$ cat src/rtl/piso_pkg.sv
package piso_pkg;

    // edge tracker states of the combined shift clock
    typedef enum logic [1:0] {
        ST_LOAD  = 2'd0,   // load active, stages follow the bus
        ST_ARMED = 2'd1,   // load released, combined clock low
        ST_HELD  = 2'd2    // load released, combined clock high
    } edge_state_t;

    // command to the stage bank for the current cycle
    typedef enum logic [1:0] {
        CMD_HOLD  = 2'd0,
        CMD_LOAD  = 2'd1,
        CMD_SHIFT = 2'd2
    } stage_cmd_t;

endpackage

$ cat src/rtl/piso_sync.sv
module piso_sync #(
    parameter int          WIDTH   = 1,
    parameter int          STAGES  = 2,
    parameter logic [WIDTH-1:0] RST_VAL = '0
) (
    input  logic             clk,
    input  logic             rst,
    input  logic [WIDTH-1:0] din,
    output logic [WIDTH-1:0] dout
);

    logic [WIDTH-1:0] pipe [STAGES];

    for (genvar s = 0; s < STAGES; s++) begin : g_flop
        if (s == 0) begin : g_first
            always_ff @(posedge clk) begin
                if (rst) pipe[s] <= RST_VAL;
                else     pipe[s] <= din;
            end
        end else begin : g_next
            always_ff @(posedge clk) begin
                if (rst) pipe[s] <= RST_VAL;
                else     pipe[s] <= pipe[s-1];
            end
        end
    end

    assign dout = pipe[STAGES-1];

endmodule

$ cat src/rtl/piso_ctrl.sv
module piso_ctrl
    import piso_pkg::*;
(
    input  logic       clk,
    input  logic       rst,
    input  logic       load_n_s,   // synchronised load, active low
    input  logic       comb_s,     // synchronised OR of clock and enable
    output stage_cmd_t cmd,
    output edge_state_t state
);

    edge_state_t state_q;
    edge_state_t state_d;

    // state register
    always_ff @(posedge clk) begin
        if (rst) state_q <= ST_HELD;   // history preset high: no edge at start
        else     state_q <= state_d;
    end

    // next state
    always_comb begin
        state_d = state_q;
        if (!load_n_s) begin
            state_d = ST_LOAD;
        end else begin
            unique case (state_q)
                ST_LOAD:  state_d = comb_s ? ST_HELD : ST_ARMED;
                ST_ARMED: state_d = comb_s ? ST_HELD : ST_ARMED;
                ST_HELD:  state_d = comb_s ? ST_HELD : ST_ARMED;
                default:  state_d = ST_HELD;
            endcase
        end
    end

    // outputs
    always_comb begin
        cmd = CMD_HOLD;
        if (!load_n_s) begin
            cmd = CMD_LOAD;
        end else begin
            unique case (state_q)
                ST_ARMED: cmd = comb_s ? CMD_SHIFT : CMD_HOLD;
                ST_LOAD,
                ST_HELD:  cmd = CMD_HOLD;
                default:  cmd = CMD_HOLD;
            endcase
        end
    end

    assign state = state_q;

endmodule

$ cat src/rtl/piso_stages.sv
module piso_stages
    import piso_pkg::*;
#(
    parameter int DATA_W = 8
) (
    input  logic              clk,
    input  logic              rst,
    input  stage_cmd_t        cmd,
    input  logic [DATA_W-1:0] par_din,
    input  logic              ser_bit,
    output logic [DATA_W-1:0] stages
);

    for (genvar i = 0; i < DATA_W; i++) begin : g_stage
        logic shift_src;
        if (i == 0) begin : g_head
            assign shift_src = ser_bit;
        end else begin : g_body
            assign shift_src = stages[i-1];
        end

        always_ff @(posedge clk) begin
            if (rst) begin
                stages[i] <= 1'b0;
            end else begin
                unique case (cmd)
                    CMD_LOAD:  stages[i] <= par_din[i];
                    CMD_SHIFT: stages[i] <= shift_src;
                    CMD_HOLD:  stages[i] <= stages[i];
                    default:   stages[i] <= stages[i];
                endcase
            end
        end
    end

endmodule

$ cat src/rtl/piso_shift_reg.sv
module piso_shift_reg
    import piso_pkg::*;
#(
    parameter int DATA_W      = 8,
    parameter int SYNC_STAGES = 2
) (
    input  logic              clk,
    input  logic              rst,
    input  logic              load_n,
    input  logic [DATA_W-1:0] par_din,
    input  logic              ser_din,
    input  logic              sclk,
    input  logic              sclk_en_n,
    output logic              ser_out,
    output logic              ser_out_n
);

    localparam int          SYNC_W   = 3;
    localparam logic [SYNC_W-1:0] SYNC_RST = 3'b110; // load idle, comb high, ser 0

    logic [SYNC_W-1:0] raw_in;
    logic [SYNC_W-1:0] synced;
    logic              load_s;
    logic              comb_s;
    logic              ser_s;
    stage_cmd_t        cmd;
    edge_state_t       state;
    logic [DATA_W-1:0] stages;

    // the OR of clock and enable is the single shift clock
    assign raw_in = {load_n, sclk | sclk_en_n, ser_din};

    piso_sync #(
        .WIDTH   (SYNC_W),
        .STAGES  (SYNC_STAGES),
        .RST_VAL (SYNC_RST)
    ) u_sync (
        .clk  (clk),
        .rst  (rst),
        .din  (raw_in),
        .dout (synced)
    );

    assign load_s = synced[2];
    assign comb_s = synced[1];
    assign ser_s  = synced[0];

    piso_ctrl u_ctrl (
        .clk      (clk),
        .rst      (rst),
        .load_n_s (load_s),
        .comb_s   (comb_s),
        .cmd      (cmd),
        .state    (state)
    );

    piso_stages #(
        .DATA_W (DATA_W)
    ) u_stages (
        .clk     (clk),
        .rst     (rst),
        .cmd     (cmd),
        .par_din (par_din),
        .ser_bit (ser_s),
        .stages  (stages)
    );

    assign ser_out   = stages[DATA_W-1];
    assign ser_out_n = ~stages[DATA_W-1];

endmodule

$ cat config.mk
export PLATFORM = sky130hd
export DESIGN_NAME = piso_shift_reg
export DESIGN_NICKNAME = d
export VERILOG_FILES = /design/src/rtl/piso_pkg.sv /design/src/rtl/piso_sync.sv /design/src/rtl/piso_ctrl.sv /design/src/rtl/piso_stages.sv /design/src/rtl/piso_shift_reg.sv
export SDC_FILE = /design/constraint.sdc
export NUM_CORES = 1
export LEC_CHECK = 0
export ABC_CLOCK_PERIOD_IN_PS = 900
export BUFFER_PORTS_ARGS = -buffer_cell sky130_fd_sc_hd__buf_2
export CORE_AREA = 10 10 47 49
export CTS_BUF_LIST = sky130_fd_sc_hd__clkbuf_8
export CTS_CLUSTER_SIZE = 14
export DETAILED_ROUTE_END_ITERATION = 8
export DIE_AREA = 0 0 57 59
export PLACE_DENSITY = 0.8
export SLEW_MARGIN = 20
export SYNTH_ARGS = -nofsm -noshare
export SYNTH_HDL_FRONTEND = slang
export SYNTH_SLANG_ARGS = --single-unit
$ cat constraint.sdc
create_clock -name clk -period 0.9 [get_ports clk]
set_input_delay 0.18 -clock clk [delete_from_list [all_inputs] [get_ports clk]]
set_output_delay 0.18 -clock clk [all_outputs]
set_load 0.05 [all_outputs]
=== After elaboration in Yosys (flattened, before gate mapping) ===
Memory sizes are Yosys's and may differ from the RTL's.
Index checks and enable logic that the tools add are counted.

* Bitwise operators: 6
* Mux-type cells: 19
* Reduce and logical (&&, ||, !) cells: 4
* Equality and inequality tests: 4

{| class="wikitable"
|+ Operator list
! kind !! count
|-
| $pmux W1 S2 || 8
|-
| $mux W2 || 6
|-
| $mux W3 || 2
|-
| $reduce_or A3 Y1 || 2
|-
| $eq A2 B1 Y1 const B || 2
|-
| $eq A2 B2 Y1 const B || 2
|-
| $mux W1 || 3
|-
| $not A1 Y1 || 3
|-
| $or A1 B1 Y1 || 3
|-
| $logic_not A2 Y1 || 1
|-
| $reduce_bool A2 Y1 || 1
|}

* Output and inout port bits: 2
* Memories: 1
* Memory bits (writable): 6
* Register bits: 10
* Input port bits: 14

{| class="wikitable"
|+ Memories
! memory !! depth !! bits a word !! rd ports !! clocked after memory_dff !! write ports !! RTL line !! text
|-
| u_sync.pipe || 2 || 3 || 2 || 0 || 2 || piso_sync.sv:12 || <nowiki>logic [WIDTH-1:0] pipe [STAGES];</nowiki>
|}

=== Depth between registers and ports, before layout ===
* Depth in word-level cells: 5
* Depth in mapped cells: 4
* Depth with buffers taken out: 3

=== Modules after synthesis ===
Synthesis repeated with hierarchy kept, for this count alone.

* Cell total of the unflattened synthesis: 66
* Area, all modules: 691.9 um^2

{| class="wikitable"
|+ By module, submodules not included
! module !! seq. area each (um^2) !! area each (um^2) !! instances !! cells an instance
|-
| piso_stages || 160.2 || 442.9 || 1 || 44
|-
| piso_sync || 120.1 || 157.7 || 1 || 12
|-
| piso_ctrl || 40.0 || 81.3 || 1 || 8
|-
| piso_shift_reg || 0.0 || 10.0 || 1 || 2
|}

=== Worst setup path after synthesis ===
No wires, ideal clock.

* Kind: reg2out
* Start point: register u_stages.stages[7]
* End point: output ser_out_n
* Slack: -0.259 ns
* Cell stages (with the launch flop): 2
* Data arrival time: 0.979 ns
* Cells stage by stage: dfxtp_1 -> inv_1

* Cells in the longest elaborated chain, start to end: 1

{| class="wikitable"
|+ RTL lines
! element !! RTL line !! text
|-
| from (decl) || piso_stages.sv:11 || <nowiki>output logic [DATA_W-1:0] stages</nowiki>
|-
| from (signal, indexed assignment) || piso_stages.sv:27 || <nowiki>CMD_LOAD: stages[i] <= par_din[i];</nowiki>
|-
| from (signal, indexed assignment) || piso_stages.sv:28 || <nowiki>CMD_SHIFT: stages[i] <= shift_src;</nowiki>
|-
| from (signal, indexed assignment) || piso_stages.sv:29 || <nowiki>CMD_HOLD: stages[i] <= stages[i];</nowiki>
|-
| $not A1 Y1 || piso_shift_reg.sv:69 || <nowiki>assign ser_out_n = ~stages[DATA_W-1];</nowiki>
|-
| to (decl) || piso_shift_reg.sv:15 || <nowiki>output logic ser_out_n</nowiki>
|}

No other way between the ends.

=== Final worst setup path ===
* Start point: register u_ctrl.state_q[1], in the netlist u_ctrl.state[1]
* End point: register u_stages.stages[7]

* Cells in the longest elaborated chain, start to end: 5
* Elaborated cells between the ends (all ways): 7

{| class="wikitable"
|+ RTL lines
! element !! RTL line !! text
|-
| from (decl) || piso_ctrl.sv:12 || <nowiki>edge_state_t state_q;</nowiki>
|-
| from (signal assigned) || piso_ctrl.sv:18 || <nowiki>else state_q <= state_d;</nowiki>
|-
| $eq A2 B1 Y1 (*) || piso_ctrl.sv:42 || <nowiki>unique case (state_q)</nowiki>
|-
| $mux W2 (*) || piso_ctrl.sv:42 ||
|-
| $mux W2 (*) || piso_ctrl.sv:39 || <nowiki>if (!load_n_s) begin</nowiki>
|-
| $eq A2 B2 Y1 or $eq A2 B1 Y1 (tied branches) || piso_stages.sv:26 || <nowiki>unique case (cmd)</nowiki>
|-
| $pmux W1 S2 or $reduce_bool A2 Y1 (tied branches) || n/a ||
|}

Every way passes the cells marked *; elsewhere a longest branch is shown, timed or not.
A chain may end at the register's enable or synchronous reset.

==> results.toml <==
[status]
status = "finished with violations"
violations = "setup timing"

[hold_path]
hold_path_startpoint = "sclk"
min_path_type = "input pin to flip-flop"
holdPathEnd = "u_sync.pipe[0][1]"
hold_depth = 2

[run]
drv_cap = 0

[pwr]
comb_power_share_pct = 9.9
power_frac_clock_pct = 37.0
internal_power_w = 0.001113
ir_drop_v = 0.0009281
p_switching_w = 0.0003175
p_sw_share_pct = 22.20
power_leakage_nw = 0.3089
power_density_mw_per_mm2 = 1791
sequentialPowerShare_pct = 53.1

[worst_setup_path]
rrSetupSlack_ps = -180
critPathArrivalTime_ps = 1230
required_ps = 1050
critPathBufInv = 0
crit_type = "flip-flop to flip-flop"
path_delay_family = "simple AND/OR/NAND/NOR gates"
timing.rr.end = "u_stages.stages[7]"
cp_cell_sequence = "and3b_2 > nand2_2 > a311oi_2"
cp_slowest_stage_delay_ps = 320
cp-end-kind = "flip-flop"
reg2reg_depth = 3
reg2reg_from = "u_ctrl.state[1]"
start_kind = "flip-flop"
crit_fanout = 8
cp_slowest_cell = "dfxtp_2"

[global_routing]
grt_max_degree = 19
grt_pass1_wl_mm = 2.221
first_global_vias = 530
track_usage_pct = 8.333
antenna_found_initial = 0
grt_overflow_total = 0

[synthesis]
synth_seq_cells = 16
ys_seq_area_share_pct = 54.58
synth.area.top_cells = "dfxtp_1, a311oi_1, nand2_1"
synthesis.area_sq_um = 586.8
synthDistinctLibCells = 16
synth_top_area_share_pct = 54.58
syn_nets = 78
syn_area_per_cell_sq_um = 9.169
ys_warn_count = 0
yosysTopAreaCell = "dfxtp_1"
syn_inst = 64

[route]
viasPerCell = 5.351
detail-route-antenna-nets = 0
drt_wl_total_mm = 1.349
wl_per_cell_microns = 13.91
drtIter0Drc = 10
drc = 0
first_pass_iters = 4
vias = 519

[final_layout]
final_cell_mix = "nand2_1, buf_2, dfxtp_1"
final_layout_size_suffix_gt1_share_pct = 46.91
n_antenna_cell = 0
post-route-cell-area_sq_um = 798.3
final_util_pct = 56.96
nNetsFinal = 97
final_common_cell = "nand2_1"
syn2layout_area_growth_pct = 36.03
stdcell_count = 97

[placed_design]
io_buffers = 15
numPlacedInstances = 94
gp_congestion = 0.7306
place_area_sq_um = 693.2
hpwlAfterDp_microns = 962.5

[sta]
worstMarginPinSlew_ps = 308.1
fin_crit_ps = 1082
slew_violations = 0
finalClockSkew_ps = 4.130
setup-tns-final_ps = -1287
slew_headroom_pct = 79.40
setup_viol = 10
rsz0062_at_grt = "yes"
max_freq_mhz = 923.8
worst_slack_ps = -182.4
post-route-period-util_pct = 120.3
hold_viol_final = 0

[floorplan]
ios = 16
fp.dieH_microns = 59
row_count = 14
start_util_pct = 41.88
coreArea_sq_mm = 0.001401
die_w_microns = 57
dieArea_sq_mm = 0.003363

[clocking]
path_clk_slew_ps = 60
cts_root_buf = "clkbuf_8"
clock_sinks = 16
postCtsSetupBuffers = 0
cts.path.max_buffers = 2
h-tree-depth = 1
numCtsBuffers = 3
cts_tree = "built"
insertion_delay_ps = 250
layer usage:
layer,GRT usage [%],vias up,part of all wire (%)
met3,3.648,4,7.2
met2,13.18,23,49
li1,-,254,-
met1,8.659,238,42
met5,0,-,0
met4,6.040,0,1.7
state kept, by name, summed over array words and instances (netlist names):
name                        flops
u_sync.pipe                     6
u_ctrl.state                    2
u_stages.stages                 1
u_stages.g_stage.shift_src      7
metrics by stage:
step | setup WS [ps] | hold WS (ps) | power [W]
after global routing | -252.6 | 123.0 | 0.001475
after global placement | -162.9 | 361.9 | 0.0008857
after detailed placement | -246.0 | 368.2 | 0.0008924
after CTS | -172.0 | 111.2 | 0.001424
after floorplan | -60.85 | 251.6 | 0.0008336
final | -182.4 | 108.8 | 0.001430
cells in the mapped netlist:
library cell / n
or3_1: 1
nor2_1: 8
or2_2: 3
nand2_1: 16
nor2b_1: 2
a21o_2: 1
a21o_1: 1
clkbuf_1: 1
nand3b_1: 1
buf_2: 2
buf_6: 1
nor3b_1: 1
inv_1: 1
dfxtp_1: 16
and3b_1: 1
a311oi_1: 8
cell families after synthesis:
logic type,Yosys count,synth area share [%]
simple gates,33,25.80
flops,16,54.58
compound gates,10,14.71
buf+inv,5,4.903
layout make-up:
cell class	instances	area (sq um)
clock buffer	3	41.29
fill	132	603.1
inverter	1	3.754
multi-input combinational	43	275.3
sequential	16	327.8
tap	16	20.02
timing repair buffer	18	130.1
worst max path at each step:
stage / from / to / slack, ps / depth (start not counted)
after floorplan: u_ctrl.state[1] / u_stages.stages[7] / -60 / 4
after global placement: u_ctrl.state[1] / u_stages.g_stage[7].shift_src / -160 / 3
after detailed placement: u_sync.pipe[1][1] / u_stages.g_stage[1].shift_src / -250 / 3
after CTS: u_ctrl.state[1] / u_stages.g_stage[1].shift_src / -170 / 3
after global routing: u_ctrl.state[1] / u_stages.g_stage[1].shift_src / -250 / 3
final: u_ctrl.state[1] / u_stages.stages[7] / -180 / 3
worst register-to-register path, delay by kind of cell (launching register included):
| kind | cells | cell delay [ps] |
|---|---|---|
| AND/OR/NAND/NOR | 2 | 390 |
| AO/OA/AOI/OAI | 1 | 270 |
| flip-flops | 1 | 320 |
power groups by stage:
stage	registers [W]	clock network (W)	logic (W)
floorplan	0.000776	0	0.0000575
global placement	0.000772	0	0.000114
detailed placement	0.000773	0	0.000120
CTS	0.000759	0.000534	0.000131
global route	0.000763	0.000557	0.000155
finish	0.000759	0.000529	0.000142
timing repair:
action	4_1_cts	5_1_grt
pin swaps	11	13
gates resized for setup	10	9
hold buffers	0	0
setup endpoints to repair	10	10
Power figures use the tool's default switching activity.
